## src/rtl/gbld_pkg.sv

```systemverilog
package gbld_pkg;

    typedef enum logic [2:0] {
        ST_IDLE,
        ST_SCAN,
        ST_ASSIGN,
        ST_WR_LINE,
        ST_WR_GRP,
        ST_DONE,
        ST_FAIL
    } gb_state_e;

    typedef enum logic [1:0] {
        ROLE_SOLO  = 2'b00,
        ROLE_DATA  = 2'b01,
        ROLE_SPARE = 2'b10
    } gb_role_e;

endpackage

```

## src/rtl/gbld_fit_check.sv

```systemverilog
// Decides whether a line may join one candidate group.
module gbld_fit_check #(
    parameter int CHUNKS      = 8,
    parameter int MAX_MEMBERS = 4,
    localparam int CW = $clog2(MAX_MEMBERS + 1)
) (
    input  logic [CHUNKS-1:0] grp_union,
    input  logic [CW-1:0]     grp_count,
    input  logic [CHUNKS-1:0] line_vec,
    output logic              fits
);
    logic overlap;
    logic has_room;

    always_comb begin
        overlap  = |(grp_union & line_vec);
        has_room = grp_count < CW'(MAX_MEMBERS);
        fits     = !overlap && has_room;
    end
endmodule

```

## src/rtl/gbld_group_table.sv

```systemverilog
// Per-group fault union and member count.
module gbld_group_table #(
    parameter int CHUNKS      = 8,
    parameter int MAX_GROUPS  = 8,
    parameter int MAX_MEMBERS = 4,
    localparam int GW = (MAX_GROUPS > 1) ? $clog2(MAX_GROUPS) : 1,
    localparam int CW = $clog2(MAX_MEMBERS + 1)
) (
    input  logic              clk,
    input  logic              rst_n,
    input  logic              add_en,
    input  logic              add_open,
    input  logic [GW-1:0]     add_idx,
    input  logic [CHUNKS-1:0] add_vec,
    input  logic [GW-1:0]     rd_idx,
    output logic [CHUNKS-1:0] rd_union,
    output logic [CW-1:0]     rd_count
);
    logic [CHUNKS-1:0] union_d [MAX_GROUPS];
    logic [CHUNKS-1:0] union_q [MAX_GROUPS];
    logic [CW-1:0]     count_d [MAX_GROUPS];
    logic [CW-1:0]     count_q [MAX_GROUPS];

    always_comb begin
        for (int g = 0; g < MAX_GROUPS; g++) begin
            union_d[g] = union_q[g];
            count_d[g] = count_q[g];
            if (add_en && (int'(add_idx) == g)) begin
                if (add_open) begin
                    union_d[g] = add_vec;
                    count_d[g] = CW'(1);
                end else begin
                    union_d[g] = union_q[g] | add_vec;
                    count_d[g] = count_q[g] + CW'(1);
                end
            end
        end
    end

    always_ff @(posedge clk) begin
        for (int g = 0; g < MAX_GROUPS; g++) begin
            if (!rst_n) begin
                union_q[g] <= '0;
                count_q[g] <= '0;
            end else begin
                union_q[g] <= union_d[g];
                count_q[g] <= count_d[g];
            end
        end
    end

    always_comb begin
        rd_union = '0;
        rd_count = '0;
        if (int'(rd_idx) < MAX_GROUPS) begin
            rd_union = union_q[rd_idx];
            rd_count = count_q[rd_idx];
        end
    end
endmodule

```

## src/rtl/gbld_line_table.sv

```systemverilog
// Per-line placement result: group index and role code.
module gbld_line_table #(
    parameter int NUM_LINES  = 16,
    parameter int MAX_GROUPS = 8,
    localparam int LW = (NUM_LINES > 1) ? $clog2(NUM_LINES) : 1,
    localparam int GW = (MAX_GROUPS > 1) ? $clog2(MAX_GROUPS) : 1
) (
    input  logic          clk,
    input  logic          rst_n,
    input  logic          wr_en,
    input  logic [LW-1:0] wr_idx,
    input  logic [GW-1:0] wr_grp,
    input  logic [1:0]    wr_role,
    input  logic [LW-1:0] rd_idx,
    output logic [GW-1:0] rd_grp,
    output logic [1:0]    rd_role
);
    logic [GW-1:0] grp_d  [NUM_LINES];
    logic [GW-1:0] grp_q  [NUM_LINES];
    logic [1:0]    role_d [NUM_LINES];
    logic [1:0]    role_q [NUM_LINES];

    always_comb begin
        for (int l = 0; l < NUM_LINES; l++) begin
            grp_d[l]  = grp_q[l];
            role_d[l] = role_q[l];
            if (wr_en && (int'(wr_idx) == l)) begin
                grp_d[l]  = wr_grp;
                role_d[l] = wr_role;
            end
        end
    end

    always_ff @(posedge clk) begin
        for (int l = 0; l < NUM_LINES; l++) begin
            if (!rst_n) begin
                grp_q[l]  <= '0;
                role_q[l] <= '0;
            end else begin
                grp_q[l]  <= grp_d[l];
                role_q[l] <= role_d[l];
            end
        end
    end

    always_comb begin
        rd_grp  = '0;
        rd_role = '0;
        if (int'(rd_idx) < NUM_LINES) begin
            rd_grp  = grp_q[rd_idx];
            rd_role = role_q[rd_idx];
        end
    end
endmodule

```

## src/rtl/gbld_group_builder.sv

```systemverilog
// Top: sequencer for scan, greedy placement and map programming.
module gbld_group_builder
    import gbld_pkg::*;
#(
    parameter int NUM_LINES   = 16,
    parameter int CHUNKS      = 8,
    parameter int MAX_MEMBERS = 4,
    parameter int MAX_GROUPS  = 8,
    localparam int LW  = (NUM_LINES > 1) ? $clog2(NUM_LINES) : 1,
    localparam int GW  = (MAX_GROUPS > 1) ? $clog2(MAX_GROUPS) : 1,
    localparam int GCW = $clog2(MAX_GROUPS + 1),
    localparam int CW  = $clog2(MAX_MEMBERS + 1)
) (
    input  logic              clk,
    input  logic              rst_n,
    input  logic              start,
    output logic [LW-1:0]     fv_addr,
    input  logic [CHUNKS-1:0] fv_data,
    output logic              busy,
    output logic              done,
    output logic              fail,
    output logic              mm_we,
    output logic [LW-1:0]     mm_addr,
    output logic [GW-1:0]     mm_grp,
    output logic [1:0]        mm_role,
    output logic              fm_we,
    output logic [GW-1:0]     fm_addr,
    output logic [CHUNKS-1:0] fm_vec
);
    localparam logic [LW-1:0]  LAST_LINE = LW'(NUM_LINES - 1);
    localparam logic [GCW-1:0] GRP_CAP   = GCW'(MAX_GROUPS);

    typedef struct packed {
        gb_state_e         st;
        logic [LW-1:0]     line;
        logic [GCW-1:0]    cand;
        logic [GCW-1:0]    ngrp;
        logic [CHUNKS-1:0] vec;
    } ctl_t;

    ctl_t ctl_d, ctl_q;

    logic              gt_add_en;
    logic              gt_add_open;
    logic [GW-1:0]     gt_add_idx;
    logic [CHUNKS-1:0] gt_union;
    logic [CW-1:0]     gt_count;
    logic              cand_fits;

    logic              lt_wr_en;
    logic [GW-1:0]     lt_wr_grp;
    logic [1:0]        lt_wr_role;
    logic [GW-1:0]     lt_rd_grp;
    logic [1:0]        lt_rd_role;

    gbld_group_table #(
        .CHUNKS     (CHUNKS),
        .MAX_GROUPS (MAX_GROUPS),
        .MAX_MEMBERS(MAX_MEMBERS)
    ) u_groups (
        .clk     (clk),
        .rst_n   (rst_n),
        .add_en  (gt_add_en),
        .add_open(gt_add_open),
        .add_idx (gt_add_idx),
        .add_vec (ctl_q.vec),
        .rd_idx  (ctl_q.cand[GW-1:0]),
        .rd_union(gt_union),
        .rd_count(gt_count)
    );

    gbld_fit_check #(
        .CHUNKS     (CHUNKS),
        .MAX_MEMBERS(MAX_MEMBERS)
    ) u_fit (
        .grp_union(gt_union),
        .grp_count(gt_count),
        .line_vec (ctl_q.vec),
        .fits     (cand_fits)
    );

    gbld_line_table #(
        .NUM_LINES (NUM_LINES),
        .MAX_GROUPS(MAX_GROUPS)
    ) u_lines (
        .clk    (clk),
        .rst_n  (rst_n),
        .wr_en  (lt_wr_en),
        .wr_idx (ctl_q.line),
        .wr_grp (lt_wr_grp),
        .wr_role(lt_wr_role),
        .rd_idx (ctl_q.line),
        .rd_grp (lt_rd_grp),
        .rd_role(lt_rd_role)
    );

    // Next-state and table-control logic.
    always_comb begin
        ctl_d       = ctl_q;
        gt_add_en   = 1'b0;
        gt_add_open = 1'b0;
        gt_add_idx  = ctl_q.cand[GW-1:0];
        lt_wr_en    = 1'b0;
        lt_wr_grp   = '0;
        lt_wr_role  = ROLE_SOLO;

        unique case (ctl_q.st)
            ST_IDLE, ST_DONE, ST_FAIL: begin
                if (start) begin
                    ctl_d.st   = ST_SCAN;
                    ctl_d.line = '0;
                    ctl_d.cand = '0;
                    ctl_d.ngrp = '0;
                    ctl_d.vec  = '0;
                end
            end

            ST_SCAN: begin
                ctl_d.vec  = fv_data;
                ctl_d.cand = '0;
                if (fv_data == '0) begin
                    lt_wr_en   = 1'b1;
                    lt_wr_role = ROLE_SOLO;
                    if (ctl_q.line == LAST_LINE) begin
                        ctl_d.st   = ST_WR_LINE;
                        ctl_d.line = '0;
                    end else begin
                        ctl_d.line = ctl_q.line + LW'(1);
                    end
                end else begin
                    ctl_d.st = ST_ASSIGN;
                end
            end

            ST_ASSIGN: begin
                if (ctl_q.cand == ctl_q.ngrp) begin
                    if (ctl_q.ngrp == GRP_CAP) begin
                        ctl_d.st = ST_FAIL;
                    end else begin
                        gt_add_en   = 1'b1;
                        gt_add_open = 1'b1;
                        gt_add_idx  = ctl_q.ngrp[GW-1:0];
                        lt_wr_en    = 1'b1;
                        lt_wr_grp   = ctl_q.ngrp[GW-1:0];
                        lt_wr_role  = ROLE_SPARE;
                        ctl_d.ngrp  = ctl_q.ngrp + GCW'(1);
                    end
                end else if (cand_fits) begin
                    gt_add_en  = 1'b1;
                    lt_wr_en   = 1'b1;
                    lt_wr_grp  = ctl_q.cand[GW-1:0];
                    lt_wr_role = ROLE_DATA;
                end else begin
                    ctl_d.cand = ctl_q.cand + GCW'(1);
                end

                if (lt_wr_en) begin
                    if (ctl_q.line == LAST_LINE) begin
                        ctl_d.st   = ST_WR_LINE;
                        ctl_d.line = '0;
                    end else begin
                        ctl_d.st   = ST_SCAN;
                        ctl_d.line = ctl_q.line + LW'(1);
                    end
                end
            end

            ST_WR_LINE: begin
                if (ctl_q.line == LAST_LINE) begin
                    ctl_d.cand = '0;
                    ctl_d.st   = (ctl_q.ngrp == '0) ? ST_DONE : ST_WR_GRP;
                end else begin
                    ctl_d.line = ctl_q.line + LW'(1);
                end
            end

            ST_WR_GRP: begin
                if (ctl_q.cand == ctl_q.ngrp - GCW'(1)) begin
                    ctl_d.st = ST_DONE;
                end else begin
                    ctl_d.cand = ctl_q.cand + GCW'(1);
                end
            end

            default: ctl_d.st = ST_IDLE;
        endcase
    end

    always_ff @(posedge clk) begin
        if (!rst_n) begin
            ctl_q <= '{st: ST_IDLE, line: '0, cand: '0, ngrp: '0, vec: '0};
        end else begin
            ctl_q <= ctl_d;
        end
    end

    // Port outputs decoded from registered state.
    always_comb begin
        fv_addr = ctl_q.line;
        busy    = (ctl_q.st == ST_SCAN) || (ctl_q.st == ST_ASSIGN) ||
                  (ctl_q.st == ST_WR_LINE) || (ctl_q.st == ST_WR_GRP);
        done    = (ctl_q.st == ST_DONE) || (ctl_q.st == ST_FAIL);
        fail    = (ctl_q.st == ST_FAIL);
        mm_we   = (ctl_q.st == ST_WR_LINE);
        mm_addr = ctl_q.line;
        mm_grp  = lt_rd_grp;
        mm_role = lt_rd_role;
        fm_we   = (ctl_q.st == ST_WR_GRP);
        fm_addr = ctl_q.cand[GW-1:0];
        fm_vec  = gt_union;
    end
endmodule

```

## config.mk

```make
export PLATFORM = sky130hd
export DESIGN_NAME = gbld_group_builder
export DESIGN_NICKNAME = d
export VERILOG_FILES = /design/src/rtl/gbld_pkg.sv /design/src/rtl/gbld_fit_check.sv /design/src/rtl/gbld_group_table.sv /design/src/rtl/gbld_line_table.sv /design/src/rtl/gbld_group_builder.sv
export SDC_FILE = /design/constraint.sdc
export NUM_CORES = 1
export LEC_CHECK = 0
export BUFFER_PORTS_ARGS = -buffer_cell sky130_fd_sc_hd__buf_2
export CAP_MARGIN = 20
export CORE_AREA = 2 2 167 169
export CTS_CLUSTER_DIAMETER = 50
export DETAILED_ROUTE_END_ITERATION = 8
export DIE_AREA = 0 0 169 171
export GPL_ROUTABILITY_DRIVEN = 1
export HOLD_SLACK_MARGIN = 0.05
export SYNTH_ARGS = -nofsm -noshare
export SYNTH_HDL_FRONTEND = slang
export SYNTH_SLANG_ARGS = --single-unit
```

## constraint.sdc

```tcl
create_clock -name clk -period 10 [get_ports clk]
set_input_delay 2 -clock clk [delete_from_list [all_inputs] [get_ports clk]]
set_output_delay 2 -clock clk [all_outputs]
set_load 0.1 [all_outputs]
```

==> After elaboration in Yosys (flattened, before gate mapping) <==
Memories as Yosys holds them, arrays and structs flattened. A register that Yosys moved wholly into a read port is not among the register bits.
Cells that the tools add are included.
W data, S select, Z words.
{ "op_classes": {"addsub": 12, "n_lt_le_gt_ge": 1, "eq_ne": 62, "n_mux": 166, "n_bitwise": 57, "n_reduce_logical": 62} }
{ "ops": {"columns": ["op", "count"], "rows": [
  ["$mux W3", 73],
  ["$mux W8", 24],
  ["$mux W2", 35],
  ["$or A8 B8 Y8", 8],
  ["$mux W4", 13],
  ["$or A1 B1 Y1", 48],
  ["$eq A4 B4 Y1 const B", 10],
  ["$reduce_and A2 Y1", 17],
  ["$logic_and A1 B1 Y1", 25],
  ["$add A3 B1 Y3 const B", 8],
  ["$mux W23", 1],
  ["$eq A3 B3 Y1 const B", 7],
  ["$pmux W4 S5", 1],
  ["$ne A2 B2 Y1 const B", 9],
  ["$eq A4 B3 Y1 const B", 4],
  ["$ne A1 B1 Y1 const B", 16],
  ["$pmux W4 S4", 1],
  ["$pmux W8 S2", 1],
  ["$pmux W3 S5", 1],
  ["$add A4 B1 Y4 const B", 3],
  ["$eq A3 B2 Y1 const B", 4],
  ["$mux W1", 12],
  ["$reduce_and A6 Y1", 2],
  ["$ne A3 B3 Y1 const B", 3],
  ["24 further kinds", 34]
]} }
{ "totals": {"regBits": 23, "mem_bits_rw": 168, "out_inout_bits": 29, "word_cells": 369, "mem_count": 4} }
{ "mem_list": {"columns": ["memory", "depth", "word_bits", "rd", "rd_clocked_by_memory_dff", "write_ports", "line", "rtl"], "rows": [
  ["u_groups.union_q", 8, 8, 9, 1, 8, "gbld_group_table.sv:20", "logic [CHUNKS-1:0] union_q [MAX_GROUPS];"],
  ["u_lines.grp_q", 16, 3, 1, 1, 16, "gbld_line_table.sv:19", "logic [GW-1:0] grp_q [NUM_LINES];"],
  ["u_lines.role_q", 16, 2, 1, 1, 16, "gbld_line_table.sv:21", "logic [1:0] role_q [NUM_LINES];"],
  ["u_groups.count_q", 8, 3, 9, 1, 8, "gbld_group_table.sv:22", "logic [CW-1:0] count_q [MAX_GROUPS];"]
]} }

==> Longest topological paths before layout <==
Gate-level depths: netlist of the first run.
{ "depth": {"ltp_word": 12, "mapped_depth": 11} }

==> Hierarchy <==
Synthesis of the first run repeated with hierarchy kept, for this count alone.
{ "hier_totals": {"hier_cells": 864, "hier_area_um2": 9340.2} }
{ "modules_own_cells": {"columns": ["mod", "instances", "cells_per_inst", "area_per_inst_um2"], "rows": [
  ["gbld_group_table", 1, 394, 3920.0],
  ["gbld_line_table", 1, 260, 3763.6],
  ["gbld_group_builder", 1, 205, 1614.0],
  ["gbld_fit_check", 1, 5, 42.5]
]} }

==> Worst setup path before layout of the first run <==
No wires, ideal clock.
{ "synth_path": {"path_type": "register to output", "start": "register (tool-made name)", "end": "output port fm_vec[7]", "arrival_ns": 3.015, "path_slack_ns": 4.985, "stages_incl_launch_ff": 5, "path_buffers": 2, "cell_sequence": "dfxtp_1 -> buf_2 -> buf_2 -> a211oi_1 -> nor3_1"} }
{ "synth_lines": {"columns": ["element", "line", "rtl"], "rows": [
  ["end: declaration", "gbld_group_builder.sv:28", "output logic [CHUNKS-1:0] fm_vec"]
]} }

==> out/metrics.cfg, run 1 <==
[run_status]
status=completed

[detailed_routing]
totalWireLength_mm=24.9
routedWlPerCell_um=19.3
vias_per_cell=5.59
postRouteAntennaNets=0
drc=0
vias=7230
first_iter_violations=564
first_pass_iters=5

[floorplanning]
die_width_um=169
die_h_um=171
initial_core_util=0.344
dieArea_mm2=0.0289
row_count=61
core_area_mm2=0.0273
pin_count=40

[power_and_ir_drop]
vdd_drop_max_uv=152
combPwrFrac=0.284
power.total_mw=2.40
p_switching_mw=0.868
swShare=0.362
power_density_mw_per_mm2=229
clkPwrFrac=0.316
pwr-share-seq=0.400
p_int_mw=1.53
p_leak_nw=3.69

[final_layout]
layout-drive-gt1-share=0.156
diodes=0
mostFrequentLayoutCells=nand2_1 (126), dfxtp_1 (118), o21ai_0 (90)
fin_area_mm2=0.0105
mostFrequentLayoutCell=nand2_1
area_growth_pct=11.6
finalNonFillerCells=1294
fill_cells=2692
fin_nets=962
finish.utilization=0.384

[placed_design]
place_hpwl_mm=17.1
io_buffers=39
gp_routability_congestion=0.817
dpl-instance-area_mm2=0.00983
dp.cells=1262

[synthesis]
synth_top_area_frac=0.256
yosysSeqAreaShare=0.507
syn_inst=931
synth_area_leader_cell=edfxtp_1
synth_flop_cell=dfxtp_1
synth_nets=958
async_flop_share=0
avgSynthCellArea_um2=10.1
yosys_warnings=0
netlist_top_cells_area=edfxtp_1 (26%), dfxtp_1 (25%), mux4_2 (7.9%)
synth_edf_count=80
synthDistinctLibCells=62
ys_ff_latch=198
netlist_area_mm2=0.00940

[sta]
rsz0062_at_grt=no
setup_viol=0
max-slew-margin-rel=0.236
finalCriticalPeriod_ns=4.69
tns_ns=0
finalHoldViolations=0
worst_pin_slew_ns=1.15
finalClockSkew_ns=0.00773
drv_slew=0
fmaxAchievable_mhz=213
period_share=0.469

[global_routing]
overflow=0
grt_use_total=0.177
grt_pass1_wl_mm=39.2
grt_max_degree=57
grt_pass1_vias=6874
antenna_found_initial=0

[worst_setup_path]
crit_path_start_kind=register
cp.arrival_ns=2.69
end_kind=primary output
critPathMaxFanout=20
critPathKind=reg -> out
cp.required_ns=8.00

[worst_hold_path]
hp-class=reg -> reg

[clock_tree]
clk_pin_slew_ns=0.07
ctsResizeCount=0
worstSkewPairLatency_ns=0.45
cts_buffer_depth=2
cts_tree=done
cts_root_buf=clkbuf_16
cts_buffers=17
post-cts-setup-buffer-count=0
clock-sinks=198
htreeDepth=4
ctsHoldBuffers=0

[run]
max_cap_viol_count=0

[cells in the mapped netlist, drive strengths merged, types with 4 or more instances]
| cell | n |
|---|---|
| nor3 | 16 |
| clkbuf | 43 |
| o21ai | 95 |
| xnor2 | 4 |
| o221ai | 5 |
| a22o | 8 |
| inv | 16 |
| and3 | 25 |
| a211o | 10 |
| or4 | 4 |
| edfxtp | 80 |
| dfxtp | 118 |
| nand2b | 12 |
| a21oi | 40 |
| ha | 16 |
| a211oi | 7 |
| nor2b | 6 |
| nand2 | 126 |
| or3 | 7 |
| or2 | 5 |
| a31oi | 9 |
| o211ai | 7 |
| nand3 | 32 |
| o21a | 7 |
| o31ai | 7 |
| mux2 | 19 |
| buf | 25 |
| xor2 | 7 |
| nor2 | 89 |
| mux4 | 33 |
| nand4 | 10 |
| o22ai | 9 |
[critical path: stages (launching register included)]
cell and delay (ns):
dfxtp_1 0.98, mux4_2 0.44, mux4_2 0.50, buf_2 0.32
[cell type report]
type	instances	area [um^2]	share of cell area
Multi-Input combinational cell	649	4280	0.408
Clock buffer	23	510	0.0487
Tap cell	346	433	0.0413
Clock inverter	9	146	0.0140
Sequential cell	198	4760	0.454
Inverter	16	60.1	0.00573
Timing Repair Buffer	53	300	0.0286
[path summary, 6_finish.rpt]
check	startpoint	endpoint	slack [ns]	cells past startpoint
hold reg to reg	u_groups.union_q[5][5]	u_groups.union_q[5][5]	0.45	2
setup / recovery	register	mm_role[0]	5.31	3
setup reg to reg	register	u_lines.role_q[11][1]	5.71	8
hold / removal	u_groups.union_q[5][5]	u_groups.union_q[5][5]	0.45	2
[power groups by stage]
stage / Combinational, mW / Clock (mW) / Sequential, mW
2_1_floorplan: 0.561 / 0 / 0.930
3_3_place_gp: 0.677 / 0 / 0.974
3_5_place_dp: 0.683 / 0 / 0.975
4_1_cts: 0.684 / 0.768 / 0.957
5_1_grt: 0.732 / 0.797 / 0.964
6_report: 0.681 / 0.759 / 0.958
[metrics by stage]
stage,setup WS (ns),hold slack (ns)
global placement,5.60,0.428
CTS,5.31,0.455
global route,5.26,0.478
finish,5.31,0.451
floorplan,4.99,0.417
detailed placement,5.59,0.440
[layer usage]
metal / up-vias / wire [um] / global-route usage
li1: 3419 / - / -
met4: 0 / 529 / 0.0647
met2: 204 / 11800 / 0.282
met3: 32 / 1140 / 0.0268
met5: - / 0 / 0
met1: 3575 / 11500 / 0.246
[registers in the layout (all words and copies together), names as in the netlist, named ones only]
signal            count
ctl_q                16
u_lines.grp_q        48
u_groups.count_q     24
fv_addr               4
fm_addr               3
u_groups.union_q     64
u_lines.role_q       32
[logic make-up (layout without fill, tap and decap cells)]
family / count (synthesis) / after routing / synth area share
buffers and inverters: 84 / 101 / 0.0393
AND/OR/NAND/NOR: 345 / 345 / 0.171
multiplexers: 53 / 53 / 0.103
flip-flops: 198 / 198 / 0.507
adder cells (fa/ha/maj): 16 / 16 / 0.0213
XOR/XNOR: 11 / 11 / 0.0103
AO/OA/AOI/OAI: 224 / 224 / 0.149
Note: power is estimated with default switching activity, not from simulation.
==> run 2: changes to the inputs <==
Settings changed: ABC_AREA set to 1, CORE_AREA 2 2 167 169 to 2 2 169 171, DIE_AREA 0 0 169 171 to 0 0 171 173.
Clock period 10 ns to 4.7 ns, I/O delays scaled along.
==> out/metrics.cfg, run 2 <==
[run_status]
status=completed

[placed_design]
dpl-instance-area_mm2=0.00991
io_buffers=39
gp_routability_congestion=0.891
place_hpwl_mm=17.3
pre_cts_ws_ns=1.41

[worst_setup_path]
end_kind=primary output
cp.arrival_ns=2.77
cp.required_ns=3.76
critPathKind=reg -> out
crit_path_start_kind=register
critPathMaxFanout=21

[synthesis]
synth_top_area_frac=0.252
netlist_area_mm2=0.00954
synthTopCellsByCount=nand2_1 (189), dfxtp_1 (118), inv_1 (114), nor2_1 (104), nand3_1 (97)
synth_area_leader_cell=edfxtp_1
synth_flop_cell=dfxtp_1
ys_ff_latch=198
avgSynthCellArea_um2=8.46
synth_edf_count=80
async_flop_share=0
yosysSeqAreaShare=0.499
yosys_warnings=0
netlist_top_cells_area=edfxtp_1 (25%), dfxtp_1 (25%), nand2_1 (7.4%)
yosysMostFrequentCell=nand2_1
synth_nets=1155
synthDistinctLibCells=40
syn_inst=1128

[clock_tree]
cts_buffer_depth=2
worstSkewPairLatency_ns=0.45
ctsResizeCount=0
clock-sinks=198
htreeDepth=4
clk_pin_slew_ns=0.07
cts_root_buf=clkbuf_16
cts_buffers=17
cts_tree=done
ctsHoldBuffers=0
post-cts-setup-buffer-count=0

[final_layout]
largest-register=u_groups.union_q
diodes=0
fill_cells=2834
reg_top3=u_groups.union_q (64), u_lines.grp_q (48), u_lines.role_q (32)
fin_area_mm2=0.0105
mostFrequentLayoutCells=nand2_1 (189), dfxtp_1 (117), inv_1 (114)
finish.utilization=0.379
mostFrequentLayoutCell=nand2_1
area_growth_pct=9.74
largest_reg_flops=64
layout-drive-gt1-share=0.104
fin_nets=1153

[floorplanning]
row_count=61
initial_core_util=0.345
die_width_um=171
dieArea_mm2=0.0296
core_area_mm2=0.0276
die_h_um=173
pin_count=40

[detailed_routing]
totalWireLength_mm=24.1
first_pass_iters=5
vias_per_cell=5.03
drc=0
first_iter_violations=701
vias=7623
postRouteAntennaNets=0
routedWlPerCell_um=15.9

[power_and_ir_drop]
pwr-share-seq=0.365
p_leak_nw=3.79
p_int_mw=3.02
clkPwrFrac=0.260
swShare=0.445
combPwrFrac=0.375
power.total_mw=5.44
vdd_drop_max_uv=351
power_density_mw_per_mm2=520
p_switching_mw=2.42

[sta]
drv_slew=0
worst_pin_slew_ns=0.946
setup_viol=0
finalHoldViolations=0
fmaxAchievable_mhz=270
period_share=0.789
finalClockSkew_ns=0.0227
max-slew-margin-rel=0.367
tns_ns=0
finalCriticalPeriod_ns=3.71
fin_ws_ns=0.991
rsz0062_at_grt=no

[global_routing]
grt_pass1_wl_mm=38.7
antenna_found_initial=0
overflow=0
grt_pass1_vias=7196
grt_use_total=0.165
grt_max_degree=45

[run]
max_cap_viol_count=0

[worst_hold_path]
hp-class=reg -> reg

run 2: power by group through the flow:
stage | Clock, mW | Sequential [mW] | Combinational (mW)
2_1_floorplan | 0 | 1.96 | 1.72
3_3_place_gp | 0 | 2.03 | 2.03
3_5_place_dp | 0 | 2.03 | 2.03
4_1_cts | 1.43 | 1.99 | 2.03
5_1_grt | 1.50 | 2.01 | 2.20
6_report | 1.41 | 1.99 | 2.04
run 2: final timing paths:
path / startpoint / endpoint / slack [ns] / cells past startpoint
max: register / mm_grp[2] / 0.99 / 5
min: u_groups.count_q[1][1] / u_groups.count_q[1][1] / 0.47 / 2
max reg2reg: register / u_lines.grp_q[4][1] / 1.42 / 12
min reg2reg: u_groups.count_q[1][1] / u_groups.count_q[1][1] / 0.47 / 2
run 2: routing by layer:
layer  GRT usage  vias to the layer above  wire, um
li1            -                     3831         -
met1       0.232                     3582     11600
met2       0.256                      176     10900
met3      0.0302                       34      1110
met4      0.0554                        0       506
met5           0                        -         0
run 2: cells by family (layout without fill, tap and decap cells):
group,Yosys count,count (layout),synth area share
flops,198,198,0.499
simple gates,463,463,0.222
compound gates,219,219,0.132
xor+xnor,17,17,0.0156
buf+inv,195,206,0.0889
fa+ha+maj,16,16,0.0210
mux,20,20,0.0210
run 2: layout make-up:
type	count	area, um^2	share of cell area
timing repair buffer	50	278	0.0265
clock inverter	14	131	0.0125
inverter	124	465	0.0444
multi-input combinational	735	3930	0.375
sequential	198	4770	0.455
clock buffer	18	429	0.0410
tap	378	473	0.0452
run 2: worst max-delay path, stage by stage, from the launching register on:
cell and delay, ns:
dfxtp_1 0.85, inv_1 0.48, o21ai_0 0.33, o211ai_1 0.13
nand2_1 0.10, buf_2 0.43
run 2: through the flow:
step | instances | hold WS, ns
2_1_floorplan | 1128 | 0.447
3_3_place_gp | 1485 | 0.458
3_5_place_dp | 1485 | 0.466
4_1_cts | 1517 | 0.477
5_1_grt | 1517 | 0.495
6_report | 1517 | 0.474
